## config.mk

```make
export PLATFORM = sky130hd
export DESIGN_NAME = brkflt_top
export DESIGN_NICKNAME = d
export VERILOG_FILES = /design/src/rtl/brkflt_pkg.sv /design/src/rtl/brkflt_ctrl.sv /design/src/rtl/brkflt_dp.sv /design/src/rtl/brkflt_top.sv
export SDC_FILE = /design/constraint.sdc
export NUM_CORES = 1
export LEC_CHECK = 0
export ABC_AREA = 0
export BUFFER_PORTS_ARGS = -buffer_cell sky130_fd_sc_hd__buf_2
export CORE_MARGIN = 4
export CORE_UTILIZATION = 40
export DETAILED_ROUTE_END_ITERATION = 16
export GPL_ROUTABILITY_DRIVEN = 0
export GPL_TIMING_DRIVEN = 1
export PLACE_DENSITY = 0.64
export RECOVER_POWER = 25
export SYNTH_ARGS = -nofsm -noshare
export SYNTH_HDL_FRONTEND = slang
export SYNTH_SLANG_ARGS = --single-unit
```

## constraint.sdc

```tcl
create_clock -name clk -period 3.3 [get_ports clk]
set_input_delay 0.33 -clock clk [delete_from_list [all_inputs] [get_ports clk]]
set_output_delay 0.33 -clock clk [all_outputs]
set_load 0.01 [all_outputs]
```

## src/rtl/brkflt_pkg.sv

```systemverilog
package brkflt_pkg;
  localparam int CODE_W  = 4;
  localparam int LOCK_W  = 2;
  localparam int MAX_RUN = 8;
  localparam int MAX_DIV = 32;
  localparam int RUN_W   = $clog2(MAX_RUN);
  localparam int PRE_W   = $clog2(MAX_DIV);

  typedef struct packed {
    logic             bypass;
    logic             restart;
    logic             sampleStb;
    logic [RUN_W-1:0] runLast;
  } fltCtl_t;

  typedef struct packed {
    logic             divided;
    logic [PRE_W-1:0] preLast;
    logic [RUN_W-1:0] runLast;
  } codeInfo_t;

  function automatic codeInfo_t decodeCode(input logic [CODE_W-1:0] code);
    codeInfo_t info;
    int divLog;
    int runLen;
    divLog = 0;
    runLen = 2;
    case (code)
      4'd1:  begin divLog = 0; runLen = 2; end
      4'd2:  begin divLog = 0; runLen = 4; end
      4'd3:  begin divLog = 0; runLen = 8; end
      4'd4:  begin divLog = 1; runLen = 6; end
      4'd5:  begin divLog = 1; runLen = 8; end
      4'd6:  begin divLog = 2; runLen = 6; end
      4'd7:  begin divLog = 2; runLen = 8; end
      4'd8:  begin divLog = 3; runLen = 6; end
      4'd9:  begin divLog = 3; runLen = 8; end
      4'd10: begin divLog = 4; runLen = 5; end
      4'd11: begin divLog = 4; runLen = 6; end
      4'd12: begin divLog = 4; runLen = 8; end
      4'd13: begin divLog = 5; runLen = 5; end
      4'd14: begin divLog = 5; runLen = 6; end
      4'd15: begin divLog = 5; runLen = 8; end
      default: begin divLog = 0; runLen = 2; end
    endcase
    info.divided = (divLog != 0);
    info.preLast = PRE_W'((1 << divLog) - 1);
    info.runLast = RUN_W'(runLen - 1);
    return info;
  endfunction
endpackage

```

## src/rtl/brkflt_ctrl.sv

```systemverilog
module brkflt_ctrl
  import brkflt_pkg::*;
(
  input  logic              clk,
  input  logic              rst_n,
  input  logic              dtsEn,
  input  logic              codeWr,
  input  logic [CODE_W-1:0] codeWrData,
  input  logic [LOCK_W-1:0] lockLevel,
  output fltCtl_t           ctl
);
  logic [CODE_W-1:0] codeReg;
  logic [PRE_W-1:0]  preCnt;
  codeInfo_t         info;
  logic              wrAccept;
  logic              divTick;

  assign info     = decodeCode(codeReg);
  assign wrAccept = codeWr && (lockLevel == '0);
  assign divTick  = dtsEn && (preCnt == info.preLast);

  always_comb begin
    ctl.bypass    = (codeReg == '0);
    ctl.restart   = wrAccept && (codeWrData != codeReg);
    ctl.runLast   = info.runLast;
    ctl.sampleStb = !ctl.bypass && !ctl.restart && (info.divided ? divTick : 1'b1);
  end

  always_ff @(posedge clk or negedge rst_n) begin
    if (!rst_n) begin
      codeReg <= '0;
    end else if (wrAccept) begin
      codeReg <= codeWrData;
    end
  end

  always_ff @(posedge clk or negedge rst_n) begin
    if (!rst_n) begin
      preCnt <= '0;
    end else if (ctl.restart || !info.divided) begin
      preCnt <= '0;
    end else if (dtsEn) begin
      preCnt <= (preCnt == info.preLast) ? '0 : preCnt + 1'b1;
    end
  end

  // a locked block keeps its code
  p_lock_hold_r6: assert property (@(posedge clk) disable iff (!rst_n)
    (lockLevel != '0) |=> $stable(codeReg));

  // divider phase never passes its terminal value
  p_pre_range_r3: assert property (@(posedge clk) disable iff (!rst_n)
    preCnt <= info.preLast);

  // divided rates never sample on two clocks in a row
  p_div_gap_r3: assert property (@(posedge clk) disable iff (!rst_n)
    (ctl.sampleStb && info.divided && !codeWr) |=> !ctl.sampleStb);
endmodule

```

## src/rtl/brkflt_dp.sv

```systemverilog
module brkflt_dp
  import brkflt_pkg::*;
#(
  parameter int SYNC_STAGES = 2
) (
  input  logic    clk,
  input  logic    rst_n,
  input  logic    rawIn,
  input  fltCtl_t ctl,
  output logic    filtOut
);
  logic [SYNC_STAGES-1:0] syncSh;
  logic                   syncIn;
  logic                   filtLvl;
  logic [RUN_W-1:0]       runCnt;

  assign syncIn = syncSh[SYNC_STAGES-1];

  always_ff @(posedge clk or negedge rst_n) begin
    if (!rst_n) syncSh <= '0;
    else        syncSh <= {syncSh[SYNC_STAGES-2:0], rawIn};
  end

  always_ff @(posedge clk or negedge rst_n) begin
    if (!rst_n) begin
      filtLvl <= 1'b0;
      runCnt  <= '0;
    end else if (ctl.bypass) begin
      filtLvl <= syncIn;
      runCnt  <= '0;
    end else if (ctl.restart) begin
      runCnt  <= '0;
    end else if (ctl.sampleStb) begin
      if (syncIn == filtLvl) begin
        runCnt <= '0;
      end else if (runCnt == ctl.runLast) begin
        filtLvl <= syncIn;
        runCnt  <= '0;
      end else begin
        runCnt <= runCnt + 1'b1;
      end
    end
  end

  assign filtOut = ctl.bypass ? rawIn : filtLvl;

  // without a sample the filtered level holds
  p_hold_no_sample_r4: assert property (@(posedge clk) disable iff (!rst_n)
    (!ctl.bypass && !ctl.sampleStb) |=> $stable(filtLvl));

  // a change in filtered mode only ends a full run
  p_change_after_run_r4: assert property (@(posedge clk) disable iff (!rst_n)
    (!$past(ctl.bypass) && (filtLvl != $past(filtLvl)))
      |-> ($past(ctl.sampleStb) && ($past(runCnt) == $past(ctl.runLast))));

  // the run never exceeds the code's length
  p_run_bound_r5: assert property (@(posedge clk) disable iff (!rst_n)
    !ctl.bypass |-> (runCnt <= ctl.runLast));

  // a code change leaves an empty run
  p_restart_clears_r7: assert property (@(posedge clk) disable iff (!rst_n)
    ctl.restart |=> (runCnt == '0));
endmodule

```

## src/rtl/brkflt_top.sv

```systemverilog
module brkflt_top
  import brkflt_pkg::*;
#(
  parameter int SYNC_STAGES = 2
) (
  input  logic              clk,
  input  logic              rst_n,
  input  logic              dtsEn,
  input  logic              rawIn,
  input  logic              codeWr,
  input  logic [CODE_W-1:0] codeWrData,
  input  logic [LOCK_W-1:0] lockLevel,
  output logic              filtOut
);
  fltCtl_t ctl;

  brkflt_ctrl u_ctrl (
    .clk        (clk),
    .rst_n      (rst_n),
    .dtsEn      (dtsEn),
    .codeWr     (codeWr),
    .codeWrData (codeWrData),
    .lockLevel  (lockLevel),
    .ctl        (ctl)
  );

  brkflt_dp #(.SYNC_STAGES(SYNC_STAGES)) u_dp (
    .clk     (clk),
    .rst_n   (rst_n),
    .rawIn   (rawIn),
    .ctl     (ctl),
    .filtOut (filtOut)
  );
endmodule

```

==> flow_metrics.env, run 1 <==
export IMPL_status="finished clean"
export IMPL_drv_slew=0
export IMPL_min_period_ns=3.04
export IMPL_hold_viol=0
export IMPL_pin_count=12
export IMPL_cp_start_kind="flip-flop"
export IMPL_die_x_um=62.8
export IMPL_slowest_stage="or4_4"
export IMPL_tightest_slew_ns=0.861
export IMPL_areaGrowthSynthToFinish_pct=10.3
export IMPL_fin_crit_sh=0.922
export IMPL_postSynthCellCount=123
export IMPL_synth_top_flop_cell="dfrtp_1"
export IMPL_wl_per_cell_um=14.1
export IMPL_arrival_ns=3.22
export IMPL_rows=19
export IMPL_cts_buffer_depth=2
export IMPL_num_antenna_cells=0
export IMPL_worstPathMaxFanout=4
export IMPL_mostFrequentLayoutCell="dfrtp_1"
export IMPL_tns_ns=0
export IMPL_p_clk_frac=0.142
export IMPL_drtPass1Iterations=4
export IMPL_syn_area_per_cell_um2=9.78
export IMPL_max_freq_mhz=329
export IMPL_synth_ff_latch_count=15
export IMPL_dpl_instance_area_um2=1290
export IMPL_slew_headroom=0.426
export IMPL_ys_types=42
export IMPL_cap_violations=0
export IMPL_cts_htree_levels=1
export IMPL_path_clk_slew_ns=0.10
export IMPL_routed_wl_um=2390
export IMPL_synth_edf_count=0
export IMPL_syn_nets=143
export IMPL_vias=957
export IMPL_critical_path_class="reg -> reg"
export IMPL_holdWs_ns=0.157
export IMPL_hpwl_um=1860
export IMPL_dpl_cell_count=164
export IMPL_fin_cells=169
export IMPL_syn_area_um2=1200
export IMPL_p_leak_uw=0.000584
export IMPL_clockRootBuffer="clkbuf_4"
export IMPL_yosysWarnings=0
export IMPL_drc=0
export IMPL_pwr_share_comb=0.499
export IMPL_worst_path_buf_inv=1
export IMPL_min_path_type="in -> reg"
export IMPL_seq_area_frac_synth=0.312
export IMPL_dieArea_um2=3950
export IMPL_crit_required_ns=3.48
export IMPL_cts_resized=0
export IMPL_grt_overflow=0
export IMPL_numPortBuffers=11
export IMPL_cts_buffers=3
export IMPL_cp_slowest_stage_delay_ns=0.52
export IMPL_powerDensity_nw_per_um2=571
export IMPL_irDropWorstVdd_mv=0.364
export IMPL_drt_iter0_drc=29
export IMPL_swShare=0.404
export IMPL_seq_power_share=0.359
export IMPL_grtUsageTotal=0.131
export IMPL_coreArea_um2=2810
export IMPL_cts_tree="built"
export IMPL_final_cell_mix="dfrtp_1, nand2_1, buf_2, ha_1, inv_1"
export IMPL_clock_latency_ns=0.28
export IMPL_drive_gt1_frac=0.203
export IMPL_rsz0062_at_grt="false"
export IMPL_internal_power_uw=452
export IMPL_cpLargestDelayFamily="simple AND/OR/NAND/NOR gates"
export IMPL_nets=159
export IMPL_power_total_uw=758
export IMPL_setup_viol_count_final=0
export IMPL_final_area_um2=1330
export IMPL_avgViaCountPerCell=5.66
export IMPL_nFillCells=284
export IMPL_ant_nets=0
export IMPL_hold_buffers=1
export IMPL_cpMostUsedCell="a211o_1"
export IMPL_async_flop_share=1.00
export IMPL_grt_pass1_wl_um=4210
export IMPL_clock_skew_ns=0.00662
export IMPL_switchingPower_uw=306
export IMPL_crit_path_end_kind="flip-flop"
export IMPL_antenna_found_initial=0
export IMPL_dieHeight_um=62.8
export IMPL_grt_max_degree=16
export IMPL_postCtsSetupRepairBufs=0
export IMPL_crit_chain="nor2_1 -> inv_1 -> ha_1 -> xor2_1 -> and3_4 -> or4_4 -> a211o_1 -> a211o_1 -> o311ai_2"
export IMPL_initial_core_util=0.429
export IMPL_grt_pass1_vias=968
export IMPL_clock_sinks=15
cell type report:
class                           instances  area, um^2  area share
Multi-Input combinational cell         97         777       0.586
Sequential cell                        15         375       0.283
Timing Repair Buffer                   14        78.8      0.0594
Tap cell                               31        38.8      0.0292
Inverter                                8        30.0      0.0226
Clock buffer                            4        26.3      0.0198
power groups by stage:
stage / logic, uW / clock network (uW) / registers (uW)
2_1_floorplan: 302 / 0 / 265
3_3_place_gp: 362 / 0 / 274
3_5_place_dp: 375 / 0 / 276
4_1_cts: 379 / 112 / 272
5_1_grt: 427 / 118 / 281
6_report: 378 / 107 / 272
cells by family (layout without fill, tap and decap cells):
kind of cell,after synthesis,after routing,share of synthesized area
buffers and inverters,11,26,0.0416
muxes,9,9,0.0916
AOI/OAI and AO/OA,27,27,0.176
DFF,15,15,0.312
and+or+nand+nor,40,40,0.198
xor gates and xnor gates,12,12,0.0874
adders and majority gates,9,9,0.0937
stage by stage:
step,utilization,setup WS [ns]
6_report,0.473,0.256
5_1_grt,0.473,0.152
2_1_floorplan,-,0.276
3_3_place_gp,0.460,0.342
4_1_cts,0.473,0.261
3_5_place_dp,0.460,0.301
sequential cells by signal, summed over array words and instances, names as in the netlist:
register,count
u_ctrl.preCnt,5
u_ctrl.codeReg,4
u_dp.runCnt,3
u_dp.filtLvl,1
u_dp.syncSh,2
synthesized netlist by cell type (all sizes together) (2+ instances only):
cell / instances / area (um^2)
a211o: 3 / 26.3
a211oi: 2 / 20.0
a22o: 2 / 17.5
and2: 3 / 20.0
buf: 2 / 16.3
dfrtp: 15 / 375
ha: 9 / 113
inv: 8 / 30.0
mux2: 6 / 67.6
mux2i: 2 / 20.0
nand2: 12 / 45.0
nand2b: 3 / 18.8
nand3: 4 / 20.0
nand3b: 2 / 15.0
nor2: 5 / 18.8
nor2b: 2 / 12.5
nor3b: 2 / 20.0
nor4b: 3 / 26.3
o211ai: 2 / 15.0
o21ai: 7 / 35.0
o31ai: 2 / 15.0
xnor2: 6 / 52.6
xor2: 6 / 52.6
routing by layer:
metal / GRT usage / share of wire / up-vias
li1: - / - / 478
met1: 0.181 / 0.50 / 466
met2: 0.204 / 0.47 / 9
met3: 0.0180 / 0.019 / 4
met4: 0.0551 / 0.011 / 0
met5: 0 / 0 / -
worst reg2reg max path: stages, from the launching register on:
cell	delay (ns)
dfrtp_1	0.39
nor2_1	0.26
inv_1	0.16
ha_1	0.28
xor2_1	0.18
and3_4	0.18
or4_4	0.52
a211o_1	0.37
a211o_1	0.36
o311ai_2	0.25
path summary, 6_finish.rpt:
path | startpoint | endpoint | slack, ns | cells past startpoint
max | u_ctrl.codeReg[2]$_DFFE_PN0P_ | u_dp.runCnt[2]$_DFFE_PN0P_ | 0.26 | 9
min | rawIn | u_dp.syncSh[0]$_DFF_PN0_ | 0.16 | 1
max reg2reg | u_ctrl.codeReg[2]$_DFFE_PN0P_ | u_dp.runCnt[2]$_DFFE_PN0P_ | 0.26 | 9
min reg2reg | u_dp.syncSh[0]$_DFF_PN0_ | u_dp.syncSh[1]$_DFF_PN0_ | 0.36 | 0
max in group asynchronous | rst_n | u_ctrl.preCnt[3]$_DFFE_PN0P_ | 2.10 | 2
min in group asynchronous | rst_n | u_ctrl.codeReg[2]$_DFFE_PN0P_ | 0.66 | 2
(Power assumes the default switching activity.)
==> inputs of run 2 (changes only) <==
--- a/config.mk
+++ b/config.mk
@@ -7,12 +7,12 @@
 export LEC_CHECK = 0
 export ABC_AREA = 0
 export BUFFER_PORTS_ARGS = -buffer_cell sky130_fd_sc_hd__buf_2
-export CORE_MARGIN = 4
-export CORE_UTILIZATION = 40
+export CORE_MARGIN = 2
+export CORE_UTILIZATION = 30
 export DETAILED_ROUTE_END_ITERATION = 16
 export GPL_ROUTABILITY_DRIVEN = 0
 export GPL_TIMING_DRIVEN = 1
-export PLACE_DENSITY = 0.64
+export PLACE_DENSITY = 0.52
 export RECOVER_POWER = 25
 export SYNTH_ARGS = -nofsm -noshare
 export SYNTH_HDL_FRONTEND = slang
==> run 2 against run 1 <==
Sequential share of layout area shrank 0.88 points. First-iteration DRC count shrank 10%. Sequential cell count is the same. Critical path type unchanged. Largest power group unchanged.
==> flow_metrics.env, run 2 (same netlist as run 1, synthesis figures left out) <==
export IMPL_slew_headroom=0.435
export IMPL_status="finished clean"
export IMPL_die_x_um=67.3
export IMPL_largestRegisters="u_ctrl.preCnt x5, u_ctrl.codeReg x4, u_dp.runCnt x3"
export IMPL_crit_required_ns=3.45
export IMPL_grt_pass1_vias=953
export IMPL_areaGrowthSynthToFinish_pct=13.8
export IMPL_clock_sinks=15
export IMPL_rsz0062_at_grt="false"
export IMPL_r2r_cells=10
export IMPL_whs_path_depth=1
export IMPL_setup_viol_count_final=0
export IMPL_hold_start="rawIn"
export IMPL_drt_iter0_drc=26
export IMPL_min_path_type="in -> reg"
export IMPL_largest_reg_flops=5
export IMPL_dp_slack_ns=0.367
export IMPL_cp_start_kind="flip-flop"
export IMPL_dieArea_um2=4530
export IMPL_vias=944
export IMPL_powerDensity_nw_per_um2=591
export IMPL_irDropWorstVdd_mv=0.257
export IMPL_r2r_slack_ns=0.34
export IMPL_routed_wl_um=2550
export IMPL_avgViaCountPerCell=5.02
export IMPL_cts_buffers=3
export IMPL_coreArea_um2=3910
export IMPL_clock_skew_ns=0.00267
export IMPL_tightest_slew_ns=0.848
export IMPL_dieHeight_um=67.3
export IMPL_initial_core_util=0.307
export IMPL_pin_count=12
export IMPL_critical_path_class="reg -> reg"
export IMPL_num_antenna_cells=0
export IMPL_wl_per_cell_um=13.6
export IMPL_clock_latency_ns=0.25
export IMPL_fin_cells=188
export IMPL_largest_register="u_ctrl.preCnt"
export IMPL_mostFrequentLayoutCell="dfrtp_1"
export IMPL_cap_violations=0
export IMPL_drive_gt1_frac=0.203
export IMPL_cts_buffer_depth=2
export IMPL_numPortBuffers=11
export IMPL_grtUsageTotal=0.127
export IMPL_worst_hold_path_endpoint="u_dp.syncSh[0]$_DFF_PN0_"
export IMPL_ant_nets=0
export IMPL_layout_setup_ws_ns=0.339
export IMPL_cts_resized=0
export IMPL_tns_ns=0
export IMPL_clockRootBuffer="clkbuf_8"
export IMPL_nets=159
export IMPL_cts_htree_levels=1
export IMPL_postCtsSetupRepairBufs=0
export IMPL_max_freq_mhz=338
export IMPL_crit_path_end_kind="flip-flop"
export IMPL_drtPass1Iterations=4
export IMPL_r2r_end="u_dp.runCnt[2]$_DFFE_PN0P_"
export IMPL_grt_overflow=0
export IMPL_nFillCells=426
export IMPL_dpl_cell_count=183
export IMPL_p_leak_uw=0.000592
export IMPL_rows=23
export IMPL_grt_pass1_wl_um=4310
export IMPL_final_cell_mix="dfrtp_1, nand2_1, ha_1, buf_2, inv_1"
export IMPL_hold_viol=0
export IMPL_antenna_found_initial=0
export IMPL_worstPathMaxFanout=15
export IMPL_fin_util=0.350
export IMPL_holdWs_ns=0.208
export IMPL_timing_rr_start="u_ctrl.codeReg[3]$_DFFE_PN0P_"
export IMPL_cts_tree="built"
export IMPL_hpwl_um=1960
export IMPL_arrival_ns=3.12
export IMPL_path_clk_slew_ns=0.07
export IMPL_drc=0
export IMPL_grt_max_degree=16
export IMPL_fin_crit_sh=0.897
export IMPL_drv_slew=0
export IMPL_min_period_ns=2.96
run 2: cell count changes in the layout (fill, tap and decap cells not counted), sizes merged:
| cell | before | now |
|---|---|---|
| buf | 12 | 11 |
| clkinv | 0 | 1 |
run 2: per-stage QoR:
step / area (um^2) / total power [uW]
finish: 1370 / 809
global route: 1370 / 875
CTS: 1370 / 819
detailed placement: 1320 / 657
global placement: 1320 / 643
floorplan: 1200 / 567
run 2: worst max-delay path by stage:
stage                     slack, ns  cells after the start                    endpoint                           from
after floorplan                0.28                     11  u_dp.runCnt[2]$_DFFE_PN0P_  u_ctrl.codeReg[2]$_DFFE_PN0P_
after global placement         0.40                     10  u_dp.runCnt[2]$_DFFE_PN0P_  u_ctrl.codeReg[3]$_DFFE_PN0P_
after detailed placement       0.37                     10  u_dp.runCnt[2]$_DFFE_PN0P_  u_ctrl.codeReg[3]$_DFFE_PN0P_
after CTS                      0.34                     10  u_dp.runCnt[2]$_DFFE_PN0P_  u_ctrl.codeReg[3]$_DFFE_PN0P_
after global routing           0.20                     10  u_dp.runCnt[2]$_DFFE_PN0P_  u_ctrl.codeReg[3]$_DFFE_PN0P_
final                          0.34                     10  u_dp.runCnt[2]$_DFFE_PN0P_  u_ctrl.codeReg[3]$_DFFE_PN0P_
run 2: repair_timing:
item | 4_1_cts | 5_1_grt
setup endpoints to repair | 0 | 0
hold buffers | 1 | 0
endpoints found under the hold margin | 15 | 0
run 2: power breakdown:
part           switching, uW  total [uW]  internal (uW)
registers               50.6         274            224
clock network           72.3         156           83.8
logic                    197         379            182
total                    320         809            489
run 2: critical path, stage by stage (launching register included):
cell and delay (ns):
dfrtp_1 0.39, buf_4 0.19, nor2_1 0.15, nand2_1 0.09, ha_1 0.24, xor2_1 0.18
and3_4 0.18, or4_4 0.52, a211o_1 0.36, a211o_1 0.35, o311ai_2 0.22
run 2: area by class of cell:
type / instances / area (um^2) / area share
clock buffers: 3 / 41.3 / 0.0302
clock inverters: 1 / 5.00 / 0.00366
inverters: 8 / 30.0 / 0.0219
multi-input cells: 97 / 777 / 0.568
flip-flops and latches: 15 / 375 / 0.274
well taps: 50 / 62.6 / 0.0457
repair buffers: 14 / 77.6 / 0.0567
run 2: routing by layer:
metal | share of wire | track usage | wire, um | up-vias
li1 | - | - | - | 477
met1 | 0.48 | 0.155 | 1220 | 449
met2 | 0.48 | 0.222 | 1240 | 13
met3 | 0.021 | 0.0200 | 54 | 5
met4 | 0.018 | 0.0536 | 46 | 0
met5 | 0 | 0 | 0 | -
==> inputs of run 3 (changes only) <==
--- a/config.mk
+++ b/config.mk
@@ -7,6 +7,7 @@
 export LEC_CHECK = 0
 export ABC_AREA = 0
 export BUFFER_PORTS_ARGS = -buffer_cell sky130_fd_sc_hd__buf_2
+export CORE_ASPECT_RATIO = 1.2
 export CORE_MARGIN = 2
 export CORE_UTILIZATION = 30
 export DETAILED_ROUTE_END_ITERATION = 16
==> run 3 against run 2 <==
Setup slack worse by 0.033 ns. Cell count is 1.6% higher. Total power is 0.40% lower. Sequential share of layout area increased by 0.10 points. Clock-buffer cell count is 1 higher. Sequential cell count unchanged. Routed wire length up 1.5%. First-iteration DRC count down 46%. Die area is essentially flat. Largest cell class unchanged. Final area is 0.37% lower. Combinational power fell by 1%.
==> flow_metrics.env, run 3 (same netlist as run 1, synthesis figures left out) <==
export IMPL_path_clk_slew_ns=0.07
export IMPL_rows=25
export IMPL_cts_tree="built"
export IMPL_crit_required_ns=3.45
export IMPL_rsz0062_at_grt="false"
export IMPL_mostFrequentLayoutCell="dfrtp_1"
export IMPL_min_path_type="in -> async"
export IMPL_setup_viol_count_final=0
export IMPL_worst_path_buf_inv=1
export IMPL_numPortBuffers=11
export IMPL_clock_sinks=15
export IMPL_slew_headroom=0.424
export IMPL_critical_path_depth=9
export IMPL_clock_latency_ns=0.25
export IMPL_hold_buffers=0
export IMPL_arrival_ns=3.15
export IMPL_max_freq_mhz=334
export IMPL_cts_buffers=3
export IMPL_grt_overflow=0
export IMPL_status="finished clean"
export IMPL_avgViaCountPerCell=4.97
export IMPL_hold_viol=0
export IMPL_min_period_ns=2.99
export IMPL_cts_buffer_depth=2
export IMPL_areaGrowthSynthToFinish_pct=13.4
export IMPL_powerDensity_nw_per_um2=591
export IMPL_grtUsageTotal=0.129
export IMPL_ant_nets=0
export IMPL_r2r_slack_ns=0.31
export IMPL_cts_resized=0
export IMPL_crit_chain="nor2_1 -> inv_1 -> ha_1 -> xor2_1 -> and3_4 -> or4_4 -> a211o_1 -> a211o_1 -> o311ai_2"
export IMPL_vias=950
export IMPL_slowest_stage="or4_4"
export IMPL_grt_pass1_wl_um=4340
export IMPL_drc=0
export IMPL_clockRootBuffer="clkbuf_8"
export IMPL_final_cell_mix="dfrtp_1, nand2_1, buf_2, ha_1, inv_1"
export IMPL_hpwl_um=2100
export IMPL_fin_util=0.352
export IMPL_grt_pass1_vias=976
export IMPL_wl_per_cell_um=13.6
export IMPL_critical_path_class="reg -> reg"
export IMPL_antenna_found_initial=0
export IMPL_postCtsSetupRepairBufs=0
export IMPL_die_x_um=61.8
export IMPL_dieArea_um2=4530
export IMPL_tightest_slew_ns=0.864
export IMPL_clock_skew_ns=0.00139
export IMPL_crit_path_end_kind="flip-flop"
export IMPL_layout_setup_ws_ns=0.306
export IMPL_irDropWorstVdd_mv=0.161
export IMPL_cpMostUsedCell="a211o_1"
export IMPL_drt_iter0_drc=14
export IMPL_routed_wl_um=2590
export IMPL_worstPathMaxFanout=8
export IMPL_initial_core_util=0.310
export IMPL_drive_gt1_frac=0.204
export IMPL_drtPass1Iterations=4
export IMPL_cpLargestDelayFamily="simple AND/OR/NAND/NOR gates"
export IMPL_cap_violations=0
export IMPL_largestRegisters="u_ctrl.preCnt x5, u_ctrl.codeReg x4, u_dp.runCnt x3"
export IMPL_largest_register="u_ctrl.preCnt"
export IMPL_num_antenna_cells=0
export IMPL_drv_slew=0
export IMPL_pin_count=12
export IMPL_cp_slowest_stage_delay_ns=0.52
export IMPL_nets=158
export IMPL_grt_max_degree=16
export IMPL_largest_reg_flops=5
export IMPL_p_leak_uw=0.000588
export IMPL_r2r_cells=9
export IMPL_cts_htree_levels=1
export IMPL_fin_crit_sh=0.907
export IMPL_coreArea_um2=3880
export IMPL_dieHeight_um=73.4
export IMPL_dp_slack_ns=0.336
export IMPL_tns_ns=0
export IMPL_cp_start_kind="flip-flop"
run 3: path summary, 6_finish.rpt:
path,startpoint,end
min in group clk,rawIn,u_dp.syncSh[0]$_DFF_PN0_
max in group asynchronous,rst_n,u_dp.runCnt[0]$_DFFE_PN0P_
hold / removal,rst_n,u_ctrl.codeReg[0]$_DFFE_PN0P_
setup reg to reg,u_ctrl.codeReg[3]$_DFFE_PN0P_,u_dp.runCnt[2]$_DFFE_PN0P_
setup / recovery,u_ctrl.codeReg[3]$_DFFE_PN0P_,u_dp.runCnt[2]$_DFFE_PN0P_
hold reg to reg,u_dp.syncSh[0]$_DFF_PN0_,u_dp.syncSh[1]$_DFF_PN0_
run 3: cell type report:
class / instances / area [um^2]
multi-input combinational: 97 / 777
fill: 424 / 2510
sequential: 15 / 375
timing repair buffer: 13 / 68.8
clock buffer: 4 / 45.0
tap: 54 / 67.6
inverter: 8 / 30.0
run 3: layer usage:
layer | wire length, um | track usage | part of all wire
met4 | 38 | 0.0496 | 0.015
met5 | 0 | 0 | 0
met1 | 1100 | 0.147 | 0.42
met2 | 1420 | 0.236 | 0.55
met3 | 34 | 0.0158 | 0.013
run 3: metrics by stage:
stage / std cells / cell area (um^2) / total power [uW] / hold slack (ns)
floorplan: 123 / 1200 / 567 / 0.0344
global placement: 187 / 1320 / 643 / 0.266
detailed placement: 187 / 1320 / 661 / 0.269
CTS: 191 / 1370 / 816 / 0.00431
global route: 191 / 1360 / 877 / 0.197
finish: 191 / 1360 / 806 / 0.169
run 3: report_power, final:
part / switching, uW / internal [uW] / leakage [uW]
clock network: 68.5 / 85.5 / 0.0000228
registers: 54.0 / 224 / 0.000192
logic: 193 / 181 / 0.000373
total: 315 / 491 / 0.000588
